==> config.mk <==
export PLATFORM = sky130hd
export DESIGN_NAME = swb_cmd_ctrl
export DESIGN_NICKNAME = d
export VERILOG_FILES = /design/src/rtl/swb_pkg.sv /design/src/rtl/swb_seq_fsm.sv /design/src/rtl/swb_shadow.sv /design/src/rtl/swb_reg_bank.sv /design/src/rtl/swb_cmd_ctrl.sv
export SDC_FILE = /design/constraint.sdc
export NUM_CORES = 1
export LEC_CHECK = 0
export CORE_MARGIN = 1
export CORE_UTILIZATION = 40
export DETAILED_ROUTE_END_ITERATION = 12
export PLACE_DENSITY = 0.72
export SLEW_MARGIN = 20
export SYNTH_ARGS = -nofsm -noshare
export SYNTH_HDL_FRONTEND = slang
export SYNTH_SLANG_ARGS = --single-unit
==> constraint.sdc <==
create_clock -name clk -period 4.08 [get_ports clk]
set_input_delay 0.408 -clock clk [delete_from_list [all_inputs] [get_ports clk]]
set_output_delay 0.408 -clock clk [all_outputs]
set_load 0.05 [all_outputs]
==> src/rtl/swb_pkg.sv <==
// Package: shared symbol classes, command codes and engine states of the
// single-wire command controller. Assumes symbols arrive pre-classified.
package swb_pkg;
    typedef enum logic [1:0] {
        SYM_SHORT = 2'b00,
        SYM_ONE   = 2'b01,
        SYM_TRANS = 2'b10,
        SYM_INIT  = 2'b11
    } sym_e;

    typedef enum logic [2:0] {
        ST_IDLE,
        ST_OPC,
        ST_INITW,
        ST_PAYLD,
        ST_ENDT,
        ST_CLOSE
    } st_e;

    typedef enum logic [1:0] {
        K_WR,
        K_ADDR,
        K_INIT
    } kind_e;

    localparam logic [2:0] OPC_WR   = 3'b001;
    localparam logic [2:0] OPC_ADDR = 3'b010;
    localparam logic [2:0] OPC_INIT = 3'b011;
    localparam logic [2:0] OPC_END  = 3'b111;
endpackage

==> src/rtl/swb_seq_fsm.sv <==
// Sequence parser: walks the open/payload/close framing of each command and
// emits one-cycle strobes for payload bits, shadow clear, commits and prompts.
// Assumes at most one symbol per cycle, flagged by sym_valid.
module swb_seq_fsm
    import swb_pkg::*;
#(
    parameter int ADDR_W = 4
) (
    input  logic       clk,
    input  logic       rst_n,
    input  logic       sym_valid,
    input  logic [1:0] sym_code,
    output logic       bit_en,
    output logic       bit_val,
    output logic       sh_clr,
    output logic       cmt_wr,
    output logic       cmt_addr,
    output logic       cmt_init,
    output logic       prompt
);
    localparam int CNT_W = $clog2(ADDR_W + 1);

    st_e              st_q, st_d;
    kind_e            kind_q, kind_d;
    logic [2:0]       code_q, code_d;
    logic [CNT_W-1:0] cnt_q, cnt_d;
    logic             is_bit;
    logic [2:0]       code_nx;
    sym_e             sym;

    assign sym     = sym_e'(sym_code);
    assign is_bit  = sym_valid && (sym == SYM_SHORT || sym == SYM_ONE);
    assign bit_val = (sym == SYM_ONE);
    assign code_nx = {code_q[1:0], bit_val};

    // Next-state and strobe decode for the current symbol.
    always_comb begin
        st_d     = st_q;
        kind_d   = kind_q;
        code_d   = code_q;
        cnt_d    = cnt_q;
        bit_en   = 1'b0;
        sh_clr   = 1'b0;
        cmt_wr   = 1'b0;
        cmt_addr = 1'b0;
        cmt_init = 1'b0;
        prompt   = 1'b0;
        case (st_q)
            ST_IDLE: begin
                if (sym_valid && sym == SYM_TRANS) begin
                    st_d   = ST_OPC;
                    sh_clr = 1'b1;
                    cnt_d  = '0;
                end else if (sym_valid && sym == SYM_SHORT) begin
                    prompt = 1'b1;
                end
            end
            ST_OPC: begin
                if (is_bit) begin
                    code_d = code_nx;
                    cnt_d  = cnt_q + 1'b1;
                    if (cnt_q == CNT_W'(2)) begin
                        cnt_d = '0;
                        case (code_nx)
                            OPC_WR:   begin kind_d = K_WR;   st_d = ST_PAYLD; end
                            OPC_ADDR: begin kind_d = K_ADDR; st_d = ST_PAYLD; end
                            OPC_INIT: begin kind_d = K_INIT; st_d = ST_INITW; end
                            default:  st_d = ST_IDLE;
                        endcase
                    end
                end else if (sym_valid) begin
                    st_d = ST_IDLE;
                end
            end
            ST_INITW: begin
                if (sym_valid) st_d = (sym == SYM_INIT) ? ST_PAYLD : ST_IDLE;
            end
            ST_PAYLD: begin
                if (is_bit) begin
                    bit_en = 1'b1;
                    if (kind_q != K_WR) begin
                        cnt_d = cnt_q + 1'b1;
                        if (cnt_q == CNT_W'(ADDR_W - 1)) st_d = ST_ENDT;
                    end
                end else if (sym_valid) begin
                    if (sym == SYM_TRANS && kind_q == K_WR) begin
                        st_d  = ST_CLOSE;
                        cnt_d = '0;
                    end else begin
                        st_d = ST_IDLE;
                    end
                end
            end
            ST_ENDT: begin
                if (sym_valid) begin
                    st_d  = (sym == SYM_TRANS) ? ST_CLOSE : ST_IDLE;
                    cnt_d = '0;
                end
            end
            ST_CLOSE: begin
                if (is_bit) begin
                    code_d = code_nx;
                    cnt_d  = cnt_q + 1'b1;
                    if (cnt_q == CNT_W'(2)) begin
                        st_d = ST_IDLE;
                        if (code_nx == OPC_END) begin
                            cmt_wr   = (kind_q == K_WR);
                            cmt_addr = (kind_q == K_ADDR);
                            cmt_init = (kind_q == K_INIT);
                        end
                    end
                end else if (sym_valid) begin
                    st_d = ST_IDLE;
                end
            end
            default: st_d = ST_IDLE;
        endcase
    end

    // State, command kind, code and bit-count registers.
    always_ff @(posedge clk) begin
        if (!rst_n) begin
            st_q   <= ST_IDLE;
            kind_q <= K_WR;
            code_q <= '0;
            cnt_q  <= '0;
        end else begin
            st_q   <= st_d;
            kind_q <= kind_d;
            code_q <= code_d;
            cnt_q  <= cnt_d;
        end
    end
endmodule

==> src/rtl/swb_shadow.sv <==
// Shadow shift register: payload bits enter at the MSB and move toward the
// LSB, so the last REG_W bits sent LSB first end up in place. A saturating
// fill count reports when at least REG_W bits have arrived since the clear.
module swb_shadow #(
    parameter int REG_W = 24
) (
    input  logic             clk,
    input  logic             rst_n,
    input  logic             clr,
    input  logic             shift_en,
    input  logic             din,
    output logic [REG_W-1:0] data,
    output logic             full
);
    localparam int FILL_W = $clog2(REG_W + 1);

    logic [FILL_W-1:0] fill_q;

    assign full = (fill_q == FILL_W'(REG_W));

    // Shift data in and count bits, saturating at REG_W.
    always_ff @(posedge clk) begin
        if (!rst_n || clr) begin
            data   <= '0;
            fill_q <= '0;
        end else if (shift_en) begin
            data <= {din, data[REG_W-1:1]};
            if (!full) fill_q <= fill_q + 1'b1;
        end
    end
endmodule

==> src/rtl/swb_reg_bank.sv <==
// Live control word with its read pointer and per-channel field decode.
// Assumes load and read never coincide (the parser guarantees it).
module swb_reg_bank #(
    parameter int CH_N = 3,
    parameter logic [7:0] CH_RST = 8'b0110_0000
) (
    input  logic              clk,
    input  logic              rst_n,
    input  logic              load,
    input  logic [8*CH_N-1:0] load_data,
    input  logic              ptr_rst,
    input  logic              rd_req,
    output logic [8*CH_N-1:0] word,
    output logic              rd_valid,
    output logic              rd_bit,
    output logic [CH_N-1:0]   in_sel,
    output logic [CH_N-1:0]   bypass,
    output logic [CH_N-1:0]   clamp,
    output logic [2*CH_N-1:0] boost,
    output logic [CH_N-1:0]   out_dis
);
    localparam int REG_W = 8 * CH_N;
    localparam int PTR_W = $clog2(REG_W);

    logic [PTR_W-1:0] ptr_q;

    // Control word storage.
    always_ff @(posedge clk) begin
        if (!rst_n)    word <= {CH_N{CH_RST}};
        else if (load) word <= load_data;
    end

    // Read pointer and registered read bit with its strobe.
    always_ff @(posedge clk) begin
        if (!rst_n) begin
            ptr_q    <= '0;
            rd_valid <= 1'b0;
            rd_bit   <= 1'b0;
        end else begin
            rd_valid <= rd_req;
            if (ptr_rst) begin
                ptr_q <= '0;
            end else if (rd_req) begin
                rd_bit <= word[ptr_q];
                ptr_q  <= (ptr_q == PTR_W'(REG_W - 1)) ? '0 : ptr_q + 1'b1;
            end
        end
    end

    // One field decoder per channel byte.
    for (genvar c = 0; c < CH_N; c++) begin : g_ch
        assign in_sel[c]       = word[8*c + 7];
        assign bypass[c]       = word[8*c + 6];
        assign clamp[c]        = word[8*c + 5];
        assign boost[2*c +: 2] = word[8*c + 3 +: 2];
        assign out_dis[c]      = word[8*c + 2];
    end
endmodule

==> src/rtl/swb_cmd_ctrl.sv <==
// Top of the single-wire command controller: parser, shadow and control
// word, plus the identity and selection state that gate access.
// Assumes symbols are classified upstream; read data leaves as bit+strobe.
module swb_cmd_ctrl #(
    parameter int CH_N   = 3,
    parameter int ADDR_W = 4
) (
    input  logic                clk,
    input  logic                rst_n,
    input  logic                sym_valid,
    input  logic [1:0]          sym_code,
    output logic [8*CH_N-1:0]   ctrl_word,
    output logic [ADDR_W-1:0]   dev_id,
    output logic                id_valid,
    output logic                selected,
    output logic                rd_valid,
    output logic                rd_bit,
    output logic [CH_N-1:0]     ch_in_sel,
    output logic [CH_N-1:0]     ch_bypass,
    output logic [CH_N-1:0]     ch_clamp,
    output logic [2*CH_N-1:0]   ch_boost,
    output logic [CH_N-1:0]     ch_out_dis
);
    localparam int REG_W = 8 * CH_N;

    logic             bit_en, bit_val, sh_clr, cmt_wr, cmt_addr, cmt_init, prompt;
    logic [REG_W-1:0] sh_data;
    logic             sh_full;
    logic             access;
    logic [ADDR_W-1:0] rx_addr;

    assign access  = selected || !id_valid;
    assign rx_addr = sh_data[REG_W-1 -: ADDR_W];

    swb_seq_fsm #(.ADDR_W(ADDR_W)) u_fsm (
        .clk(clk), .rst_n(rst_n), .sym_valid(sym_valid), .sym_code(sym_code),
        .bit_en(bit_en), .bit_val(bit_val), .sh_clr(sh_clr),
        .cmt_wr(cmt_wr), .cmt_addr(cmt_addr), .cmt_init(cmt_init),
        .prompt(prompt)
    );

    swb_shadow #(.REG_W(REG_W)) u_shadow (
        .clk(clk), .rst_n(rst_n), .clr(sh_clr), .shift_en(bit_en),
        .din(bit_val), .data(sh_data), .full(sh_full)
    );

    swb_reg_bank #(.CH_N(CH_N)) u_bank (
        .clk(clk), .rst_n(rst_n),
        .load(cmt_wr && sh_full && access), .load_data(sh_data),
        .ptr_rst(cmt_addr || (cmt_wr && sh_full && access)),
        .rd_req(prompt && access),
        .word(ctrl_word), .rd_valid(rd_valid), .rd_bit(rd_bit),
        .in_sel(ch_in_sel), .bypass(ch_bypass), .clamp(ch_clamp),
        .boost(ch_boost), .out_dis(ch_out_dis)
    );

    // Identity assignment (once per reset) and address selection.
    always_ff @(posedge clk) begin
        if (!rst_n) begin
            dev_id   <= '0;
            id_valid <= 1'b0;
            selected <= 1'b0;
        end else if (cmt_init) begin
            selected <= 1'b0;
            if (!id_valid) begin
                dev_id   <= rx_addr;
                id_valid <= 1'b1;
            end
        end else if (cmt_addr) begin
            selected <= id_valid && (rx_addr == dev_id);
        end
    end
endmodule

==> Word level (Yosys, flattened, before mapping) <==
Cells that the tools add are included.
W data, S select, Z words.
{ "totals": {"ram_bits": 0, "reg_bits": 76, "in_bits": 5, "elab_cells": 132, "out_inout_bits": 50, "mem_bits_ro": 0, "latchBits": 0, "mem_count": 0} }
{ "op_classes": {"div_mod_pow": 0, "multipliers": 0, "magnitude_cmp": 1, "shift": 0, "n_eq_ne": 30, "muxes": 50, "bitwise_logic": 4, "reduce_logical": 31, "add_sub_neg": 3} }
{ "ops": {"columns": ["op", "count"], "rows": [
  ["$mux W3", 23],
  ["$mux W1", 20],
  ["$eq A3 B2 Y1 const B", 6],
  ["$pmux W3 S6", 1],
  ["$reduce_and A8 Y1", 2],
  ["$pmux W3 S5", 1],
  ["$ne A3 B3 Y1 const B", 4],
  ["$add A5 B1 Y5 const B", 2],
  ["$eq A5 B5 Y1 const B", 2],
  ["$eq A3 B3 Y1 const B", 3],
  ["$logic_and A1 B1 Y1", 8],
  ["$reduce_and A2 Y1", 4],
  ["$reduce_or A2 Y1", 4],
  ["$eq A2 B2 Y1 const B", 3],
  ["$eq A3 B1 Y1 const B", 2],
  ["$lt A5 B6 Y1 const B", 1],
  ["$ne A2 B1 Y1 const B", 3],
  ["$pmux W2 S3", 1],
  ["$bmux W1 S5", 1],
  ["$mux W5", 1],
  ["$reduce_bool A5 Y1", 1],
  ["$eq A2 B1 Y1 const B", 2],
  ["$eq A4 B4 Y1", 1],
  ["$logic_not A2 Y1", 2],
  ["13 further kinds", 21]
]} }

==> Depth between registers and ports, before layout <==
Gate-level depths: netlist (run 1).
{ "depth": {"ltp_word": 11, "mapped_depth": 9, "depth_no_buf": 7} }

==> Hierarchy <==
A second synthesis (run 1) with hierarchy kept.
{ "hier_totals": {"hier_cells": 393, "hier_area_um2": 3759.9} }
{ "by_module_without_submodules": {"columns": ["module", "area_each_um2", "cells_per_inst", "instances"], "rows": [
  ["swb_reg_bank", 1567.8, 159, 1],
  ["swb_shadow", 1093.5, 106, 1],
  ["swb_seq_fsm", 788.3, 99, 1],
  ["swb_cmd_ctrl", 310.3, 29, 1]
]} }

==> Worst setup path before layout (run 1) <==
OpenSTA, ideal clock, no wires.
{ "synth_path": {"path_kind": "register -> register", "from": "register selected", "to": "register u_bank.word[13]", "stages_incl_launch_ff": 8, "arrival_ps": 1984, "path_slack_ps": 1960, "setup_ps": 136, "cell_sequence": "dfxtp_1 > nor2b_1 > or4_1 > or2_2 > clkbuf_1 > buf_2 > nand2_1 > nand3_1"} }
{ "synth_via": {"elab_chain_len": 2} }
{ "synth_rtl": {"columns": ["element", "line", "rtl"], "rows": [
  ["start, declared", "swb_cmd_ctrl.sv:15", "output logic selected,"],
  ["start signal, assigned", "swb_cmd_ctrl.sv:70", "selected <= id_valid && (rx_addr == dev_id);"],
  ["$logic_or A1 B1 Y1", "swb_cmd_ctrl.sv:32", "assign access = selected || !id_valid;"],
  ["$logic_and A1 B1 Y1", "swb_cmd_ctrl.sv:49", ".load(cmt_wr && sh_full && access), .load_data(sh_data),"],
  ["end signal, assigned", "swb_reg_bank.sv:29", "if (!rst_n) word <= {CH_N{CH_RST}};"],
  ["end signal, assigned", "swb_reg_bank.sv:30", "else if (load) word <= load_data;"],
  ["end, declared", "swb_reg_bank.sv:13", "output logic [8*CH_N-1:0] word,"]
]} }
No other way between the ends.
A chain may end at the register's enable or synchronous reset.

==> Final worst setup path (run 1) <==
{ "layout_path": {"from": "input port sym_valid", "to": "register u_bank.ptr_q[3]"} }
{ "layout_via": {"elab_chain_len": 7, "elab_cells_between_ends": 15, "cone_classes": "7 x mux; 8 x reduce/logical"} }
{ "layout_rtl": {"columns": ["element", "line", "rtl"], "rows": [
  ["start, declared", "swb_cmd_ctrl.sv:10", "input logic sym_valid,"],
  ["$logic_and A1 B1 Y1", "swb_seq_fsm.sv:32", "assign is_bit = sym_valid && (sym == SYM_SHORT || sym == SYM_ONE);"],
  ["$mux W1", "swb_seq_fsm.sv:101", "if (is_bit) begin"],
  ["$mux W1", "swb_seq_fsm.sv:48", "case (st_q)"],
  ["$logic_and A1 B1 Y1 (2 in a row)", "swb_cmd_ctrl.sv:50", ".ptr_rst(cmt_addr || (cmt_wr && sh_full && access)),"],
  ["$logic_or A1 B1 Y1", "swb_cmd_ctrl.sv:50", null],
  ["$reduce_or A2 Y1 (no line)", null, null],
  ["end signal, assigned", "swb_reg_bank.sv:45", "ptr_q <= (ptr_q == PTR_W'(REG_W - 1)) ? '0 : ptr_q + 1'b1;"],
  ["end, declared", "swb_reg_bank.sv:25", "logic [PTR_W-1:0] ptr_q;"]
]} }
Several ways; a longest one is shown, not always the timed one.

==> results of run 1 <==
-- final timing paths --
path,from,endpoint,depth (start not counted)
worst max-delay path,sym_valid,u_bank.ptr_q[3]$_SDFFE_PP0P_,6
worst min-delay path,u_shadow.data[0]$_SDFFE_PP0P_,u_bank.word[0]$_SDFFE_PN0P_,2
worst max register to register,u_shadow.fill_q[0]$_SDFFE_PP0P_,u_bank.ptr_q[1]$_SDFFE_PP0P_,7
worst min register to register,u_shadow.data[0]$_SDFFE_PP0P_,u_bank.word[0]$_SDFFE_PN0P_,2
-- cells in the mapped netlist (2+ instances only) --
master | instances | area share [%]
clkbuf_1 | 15 | 1.6
a21oi_1 | 50 | 7.0
o211a_1 | 2 | 0.56
buf_4 | 18 | 3.8
mux2i_1 | 14 | 3.9
dfxtp_1 | 76 | 42
o21ai_0 | 6 | 0.84
nor3_1 | 2 | 0.28
and2b_1 | 2 | 0.42
or2_2 | 2 | 0.35
nor2_1 | 27 | 2.8
inv_1 | 8 | 0.84
ha_1 | 6 | 2.1
a22oi_1 | 2 | 0.42
a211oi_1 | 2 | 0.42
and2_1 | 3 | 0.52
nand4_1 | 4 | 0.70
nand4b_1 | 3 | 0.73
o21a_1 | 2 | 0.42
xnor2_1 | 5 | 1.2
nand2_1 | 111 | 12
mux4_2 | 6 | 3.8
nand3_1 | 13 | 1.8
nor2b_1 | 2 | 0.35
a21boi_0 | 2 | 0.42
buf_1 | 2 | 0.21
buf_2 | 7 | 0.97
nand2b_1 | 4 | 0.70
xor2_1 | 5 | 1.2
nor3b_1 | 3 | 0.63
-- state kept, by name, indices dropped and copies added, names as in the netlist --
| signal | count |
|---|---|
| selected | 1 |
| u_fsm.kind_q | 2 |
| u_bank.ptr_q | 5 |
| u_shadow.fill_q | 5 |
| u_bank.word | 24 |
| u_bank.rd_valid | 1 |
| id_valid | 1 |
| u_fsm.st_q | 3 |
| u_fsm.code_q | 2 |
| u_bank.rd_bit | 1 |
| u_fsm.cnt_q | 3 |
| dev_id | 4 |
| u_shadow.data | 24 |
-- cell families (layout without fill, tap and decap cells) --
| group | Yosys count | count (layout) | synth area share (%) |
|---|---|---|---|
| compound gates | 77 | 77 | 12.70 |
| flops | 76 | 76 | 42.33 |
| buf+inv | 51 | 81 | 7.657 |
| fa+ha+maj | 6 | 6 | 2.088 |
| xor+xnor | 10 | 10 | 2.436 |
| simple gates | 190 | 190 | 24.82 |
| mux | 21 | 21 | 7.971 |
-- area by class of cell --
cell class | instances | area, sq um | share of cell area, %
Clock buffer | 11 | 141.4 | 3.308
Tap cell | 108 | 135.1 | 3.162
Clock inverter | 4 | 73.82 | 1.727
Multi-Input combinational cell | 304 | 1802 | 42.15
Sequential cell | 76 | 1521 | 35.60
Timing Repair Buffer | 58 | 570.5 | 13.35
Inverter | 8 | 30.03 | 0.7026
-- metrics by stage --
| stage | total power [W] | util (%) | setup WS (ns) |
|---|---|---|---|
| CTS | 0.001573 | 49.01 | 1.714 |
| floorplan | 0.0009145 | - | 1.960 |
| finish | 0.001560 | 49.01 | 1.692 |
| global placement | 0.0009457 | 46.54 | 1.426 |
| global route | 0.001622 | 49.01 | 1.558 |
| detailed placement | 0.0009503 | 46.54 | 1.356 |
-- where the power goes --
group | leakage (nW) | switching, W | internal (W)
Combinational | 0.802 | 0.0000805 | 0.0000688
Sequential | 0.613 | 0.0000308 | 0.000753
Clock | 0.109 | 0.000269 | 0.000358
Total | 1.52 | 0.000380 | 0.00118
-- tightest hold or removal path: stages, from the launching register on --
cell and delay (ns):
dfxtp_1 0.31, nand2_1 0.05, a21oi_1 0.05
-- routing by layer --
layer / global-route usage, % / vias to the layer above
li1: - / 1493
met1: 24.02 / 1408
met2: 28.39 / 80
met3: 2.890 / 15
met4: 8.266 / 0
met5: 0 / -
==> run_results.csv, run 1 <==
group,metric,value,unit
outcome,status,"completed",
drt,met2WireLength,3787,microns
drt,wl,8070,microns
die,die_w,96.80,microns
cts,post_cts_buffers,0,
layout,finish.net_count,468,
pwr,power.density,365.1,mW/mm^2
worst_setup_path,worst-setup-path-type,"input pin to flip-flop",
cts,cts_tree,"built",
worst_setup_path,cp_num_buf_inv,1,
layout,mostFrequentLayoutCell,"nand2_1",
synthesis,synth_seq_cells,76,
placement,globalplace.congestion,0.8075,
drt,dr_wl_met3,298,microns
synthesis,ys.flop_type,"dfxtp_1",
synthesis,synth_edf_count,0,
synthesis,synthCells,431,
pwr,p_leak,1.524,nW
worst_setup_path,endpoint_kind,"flip-flop",
global_routing,grt_use_total,17.96,%
sta,fin_tns_setup,0,ns
drt,via_count,2996,
cts,cts_buffer_depth,2,
cts,path_clk_slew,0.07,ns
sta,finalClockSkew,0.006436,ns
synthesis,ys_types,57,
layout,fillerInstances,811,
cts,clk_latency,0.35,ns
sta,tightestPinTransition,1.015,ns
synthesis,synth.net_count,442,
die,ios,55,
run,cap_violations,0,
die,start_util,41.22,%
sta,hold_viol_final,0,
sta,setup_violations,0,
placement,postPlaceCellArea,0.004059,sq mm
drt,ant_nets,0,
cts,cts_buffers,9,
die,rows,34,
worst_setup_path,worstPathArrival,2.66,ns
layout,fin_cells,569,
die,fp.dieArea,0.009370,sq mm
global_routing,first_global_vias,2845,
synthesis,syn_avg_cell_area,8.340,sq um
drt,drt-wirelength-per-cell,14.18,microns
pwr,vdd.ir_drop.worst,0.1873,mV
drt,top_layer_used,"met4",
die,core,0.008721,sq mm
sta,max_freq,0.4188,GHz
worst_setup_path,cpMaxStageDelayCell,"clkdlybuf4s50_1",
layout,drive_gt1_share,7.375,%
sta,rsz0062_at_grt,"no",
synthesis,synthArstFlopShare,0,%
worst_setup_path,r2r_setup_slack,1.80,ns
worst_hold_path,min_path_type,"flip-flop to flip-flop",
drt,drt-met1-wl,3836,microns
placement,hpwl,5505,microns
cts,htree_num_levels,3,
worst_setup_path,cpLargestDelayFamily,"simple AND/OR/NAND/NOR gates",
drt,dr.first_iter.drc_count,179,
sta,whs,0.4539,ns
worst_setup_path,start_kind,"input pin",
cts,cts_num_sinks,76,
worst_setup_path,cpPeakStageDelay,0.63,ns
sta,fin_crit_sh,58.53,%
die,chipHeight,96.80,microns
synthesis,ys_seq_area_share,42.33,%
sta,period_minus_slack,2.388,ns
layout,diodes,0,
layout,layout_common_cells,"nand2_1, dfxtp_1, clkdlybuf4s50_1, a21oi_1, nor2_1",
layout,syn_to_final_growth,18.90,%
cts,clockRootBuffer,"clkbuf_8",
global_routing,grt_pass1_wl,13720,microns
drt,drc,0,
drt,drt_pass1_iterations,5,
global_routing,grt_max_degree,31,
layout,design_area,0.004274,sq mm
placement,io_buffers,54,
synthesis,yosys_warnings,0,
worst_setup_path,critPathMaxFanout,10,
global_routing,antenna_found_initial,0,
sta,slew_violations,0,
global_routing,grt_overflow,0,
cts,holdBufCountCts,0,
synthesis,synth_area,0.003595,sq mm
sta,max_slew_margin,32.23,%
worst_setup_path,crit_chain,"clkdlybuf4s50_1, or3b_4, nor4b_4, nand4_1, a311o_1, a21oi_2",
worst_setup_path,worstPathRequired,4.36,ns
placement,dp_cells,554,
drt,viasPerCell,5.265,
cts,cts_resized,0,
(Power assumes the default switching activity.)
==> run 2: changes to the inputs <==
PLACE_DENSITY = 0.75   (was 0.72)
clock period = 2 ns   (was 4.08 ns; I/O delays follow)
==> run_results.csv, run 2 (synthesized netlist as in run 1, its figures left out) <==
group,metric,value,unit
worst_setup_path,worstRegToRegCells,6,
worst_hold_path,min_path_type,"flip-flop to flip-flop",
die,die_w,96.80,microns
placement,globalplace.congestion,0.8789,
worst_setup_path,endpoint_kind,"flip-flop",
layout,drive_gt1_share,16.27,%
sta,fin_crit_sh,97.25,%
die,core,0.008721,sq mm
sta,setup_ws,0.05493,ns
outcome,status,"completed",
sta,hold_viol_final,0,
worst_setup_path,cpMaxStageDelayCell,"or4b_1",
global_routing,grt_pass1_wl,14280,microns
sta,setup_violations,0,
drt,drc,0,
die,fp.dieArea,0.009370,sq mm
sta,whs,0.4598,ns
worst_setup_path,path_depth,6,
drt,viasPerCell,5.300,
pwr,p_sw,0.0008030,W
global_routing,grt_use_total,18.81,%
placement,hpwl,6100,microns
pwr,pwr-share-clk,35.2,%
sta,finalClockSkew,0.006584,ns
pwr,power.density,682.9,mW/mm^2
worst_setup_path,worst-setup-path-type,"flip-flop to flip-flop",
drt,via_count,3212,
global_routing,first_global_vias,3025,
worst_setup_path,critPathMaxFanout,2,
pwr,vdd.ir_drop.worst,0.3151,mV
die,start_util,41.22,%
drt,drt-wirelength-per-cell,14.35,microns
placement,io_buffers,54,
sta,rsz0062_at_grt,"yes",
drt,dr.first_iter.drc_count,149,
layout,syn_to_final_growth,28.23,%
global_routing,antenna_found_initial,0,
sta,slew_violations,0,
cts,cts_num_sinks,76,
sta,period_minus_slack,1.945,ns
layout,fillerInstances,740,
cts,cts_buffer_depth,2,
layout,seq_area,0.001525,sq mm
die,ios,55,
layout,top_regs,"u_bank.word: 24 flops, u_shadow.data: 24 flops",
worst_hold_path,holdPathStages,2,
cts,htree_num_levels,3,
worst_setup_path,cpPeakStageDelay,0.51,ns
sta,fin_tns_setup,0,ns
layout,post-route-util,52.86,%
layout,multiInputGateArea,0.001853,sq mm
pwr,comb_power_share,15.3,%
pwr,p_sw_share,25.51,%
drt,wl,8697,microns
global_routing,grt_max_degree,30,
pwr,power,0.003148,W
drt,drt_pass1_iterations,5,
placement,pre_cts_slack,-0.2407,ns
run,cap_violations,0,
worst_setup_path,cp_num_buf_inv,1,
pwr,intPower,0.002345,W
cts,cts_buffers,9,
layout,mostFrequentLayoutCell,"nand2_1",
pwr,seq_power_share,49.5,%
die,rows,34,
cts,cts_tree,"built",
die,chipHeight,96.80,microns
layout,finish.net_count,505,
worst_setup_path,crit_chain,"inv_2, ha_4, nor3b_4, or4b_4, or4b_1, a21oi_1",
layout,layout_common_cells,"nand2_1, dfxtp_1, clkdlybuf4s50_1, a21oi_1, buf_4",
drt,ant_nets,0,
pwr,p_leak,1.722,nW
cts,clockRootBuffer,"clkbuf_8",
layout,diodes,0,
sta,max_freq,0.5141,GHz
sta,max_slew_margin,64.34,%
global_routing,grt_overflow,0,
worst_setup_path,start_kind,"flip-flop",
cts,clk_latency,0.35,ns
worst_setup_path,worstPathArrival,2.22,ns
worst_setup_path,worstPathRequired,2.28,ns
worst_setup_path,cpLargestDelayFamily,"simple AND/OR/NAND/NOR gates",
sta,tightestPinTransition,0.5332,ns
cts,path_clk_slew,0.07,ns
[run 2: cell types whose count changed in the layout (fill, tap and decap cells not counted), sizes merged]
cell / change
clkbuf: -1
or2: +1
buf: +36
dlymetal6s2s: +1
clkinv: +2
clkdlybuf4s50: -1
bufinv: -1
[run 2: path summary, 6_finish.rpt]
check	slack, ns	from	endpoint
min	0.46	u_shadow.data[0]$_SDFFE_PP0P_	u_bank.word[0]$_SDFFE_PN0P_
max	0.05	u_fsm.cnt_q[0]$_SDFFE_PN0P_	u_fsm.kind_q[0]$_SDFFE_PN0P_
min reg2reg	0.46	u_shadow.data[0]$_SDFFE_PP0P_	u_bank.word[0]$_SDFFE_PN0P_
max reg2reg	0.05	u_fsm.cnt_q[0]$_SDFFE_PN0P_	u_fsm.kind_q[0]$_SDFFE_PN0P_
[run 2: final cells by class]
class	count	share of cell area [%]
multi-input combinational	305	40.20
sequential	76	33.09
timing repair buffer	94	19.19
tap	108	2.932
clock buffer	10	2.769
clock inverter	5	1.167
inverter	8	0.6515
[run 2: what timing repair did]
| item | in CTS | in global routing |
|---|---|---|
| setup buffers | 0 | 1 |
| pin swaps | 0 | 6 |
| hold buffers | 0 | 0 |
| cloned | 0 | 1 |
| setup endpoints to repair | 1 | 24 |
| resized for setup | 1 | 12 |
[run 2: routing by layer]
metal / part of all wire [%] / up-vias / GRT usage, % / wire length [microns]
met2: 47 / 101 / 30.34 / 4082
li1: - / 1574 / - / -
met5: 0 / - / 0 / 0
met4: 2.2 / 0 / 8.955 / 189
met1: 46 / 1524 / 24.59 / 3986
met3: 5.0 / 13 / 2.962 / 438
[run 2: through the flow]
step                instances  cell area, sq um
global route              606              4609
global placement          589              4367
finish                    606              4609
CTS                       604              4553
floorplan                 431              3621
detailed placement        589              4367
[run 2: power by group through the flow]
stage	combinational, W	sequential, W	clock (W)
2_1_floorplan	0.000266	0.00160	0
3_3_place_gp	0.000460	0.00159	0
3_5_place_dp	0.000468	0.00159	0
4_1_cts	0.000470	0.00156	0.00113
5_1_grt	0.000520	0.00156	0.00119
6_report	0.000481	0.00156	0.00111
[run 2: worst min-delay path: cells and delay by family (launching register included)]
family | cells | cell delay [ns]
AOI/OAI and AO/OA | 1 | 0.05
DFF | 1 | 0.32
and+or+nand+nor | 1 | 0.05
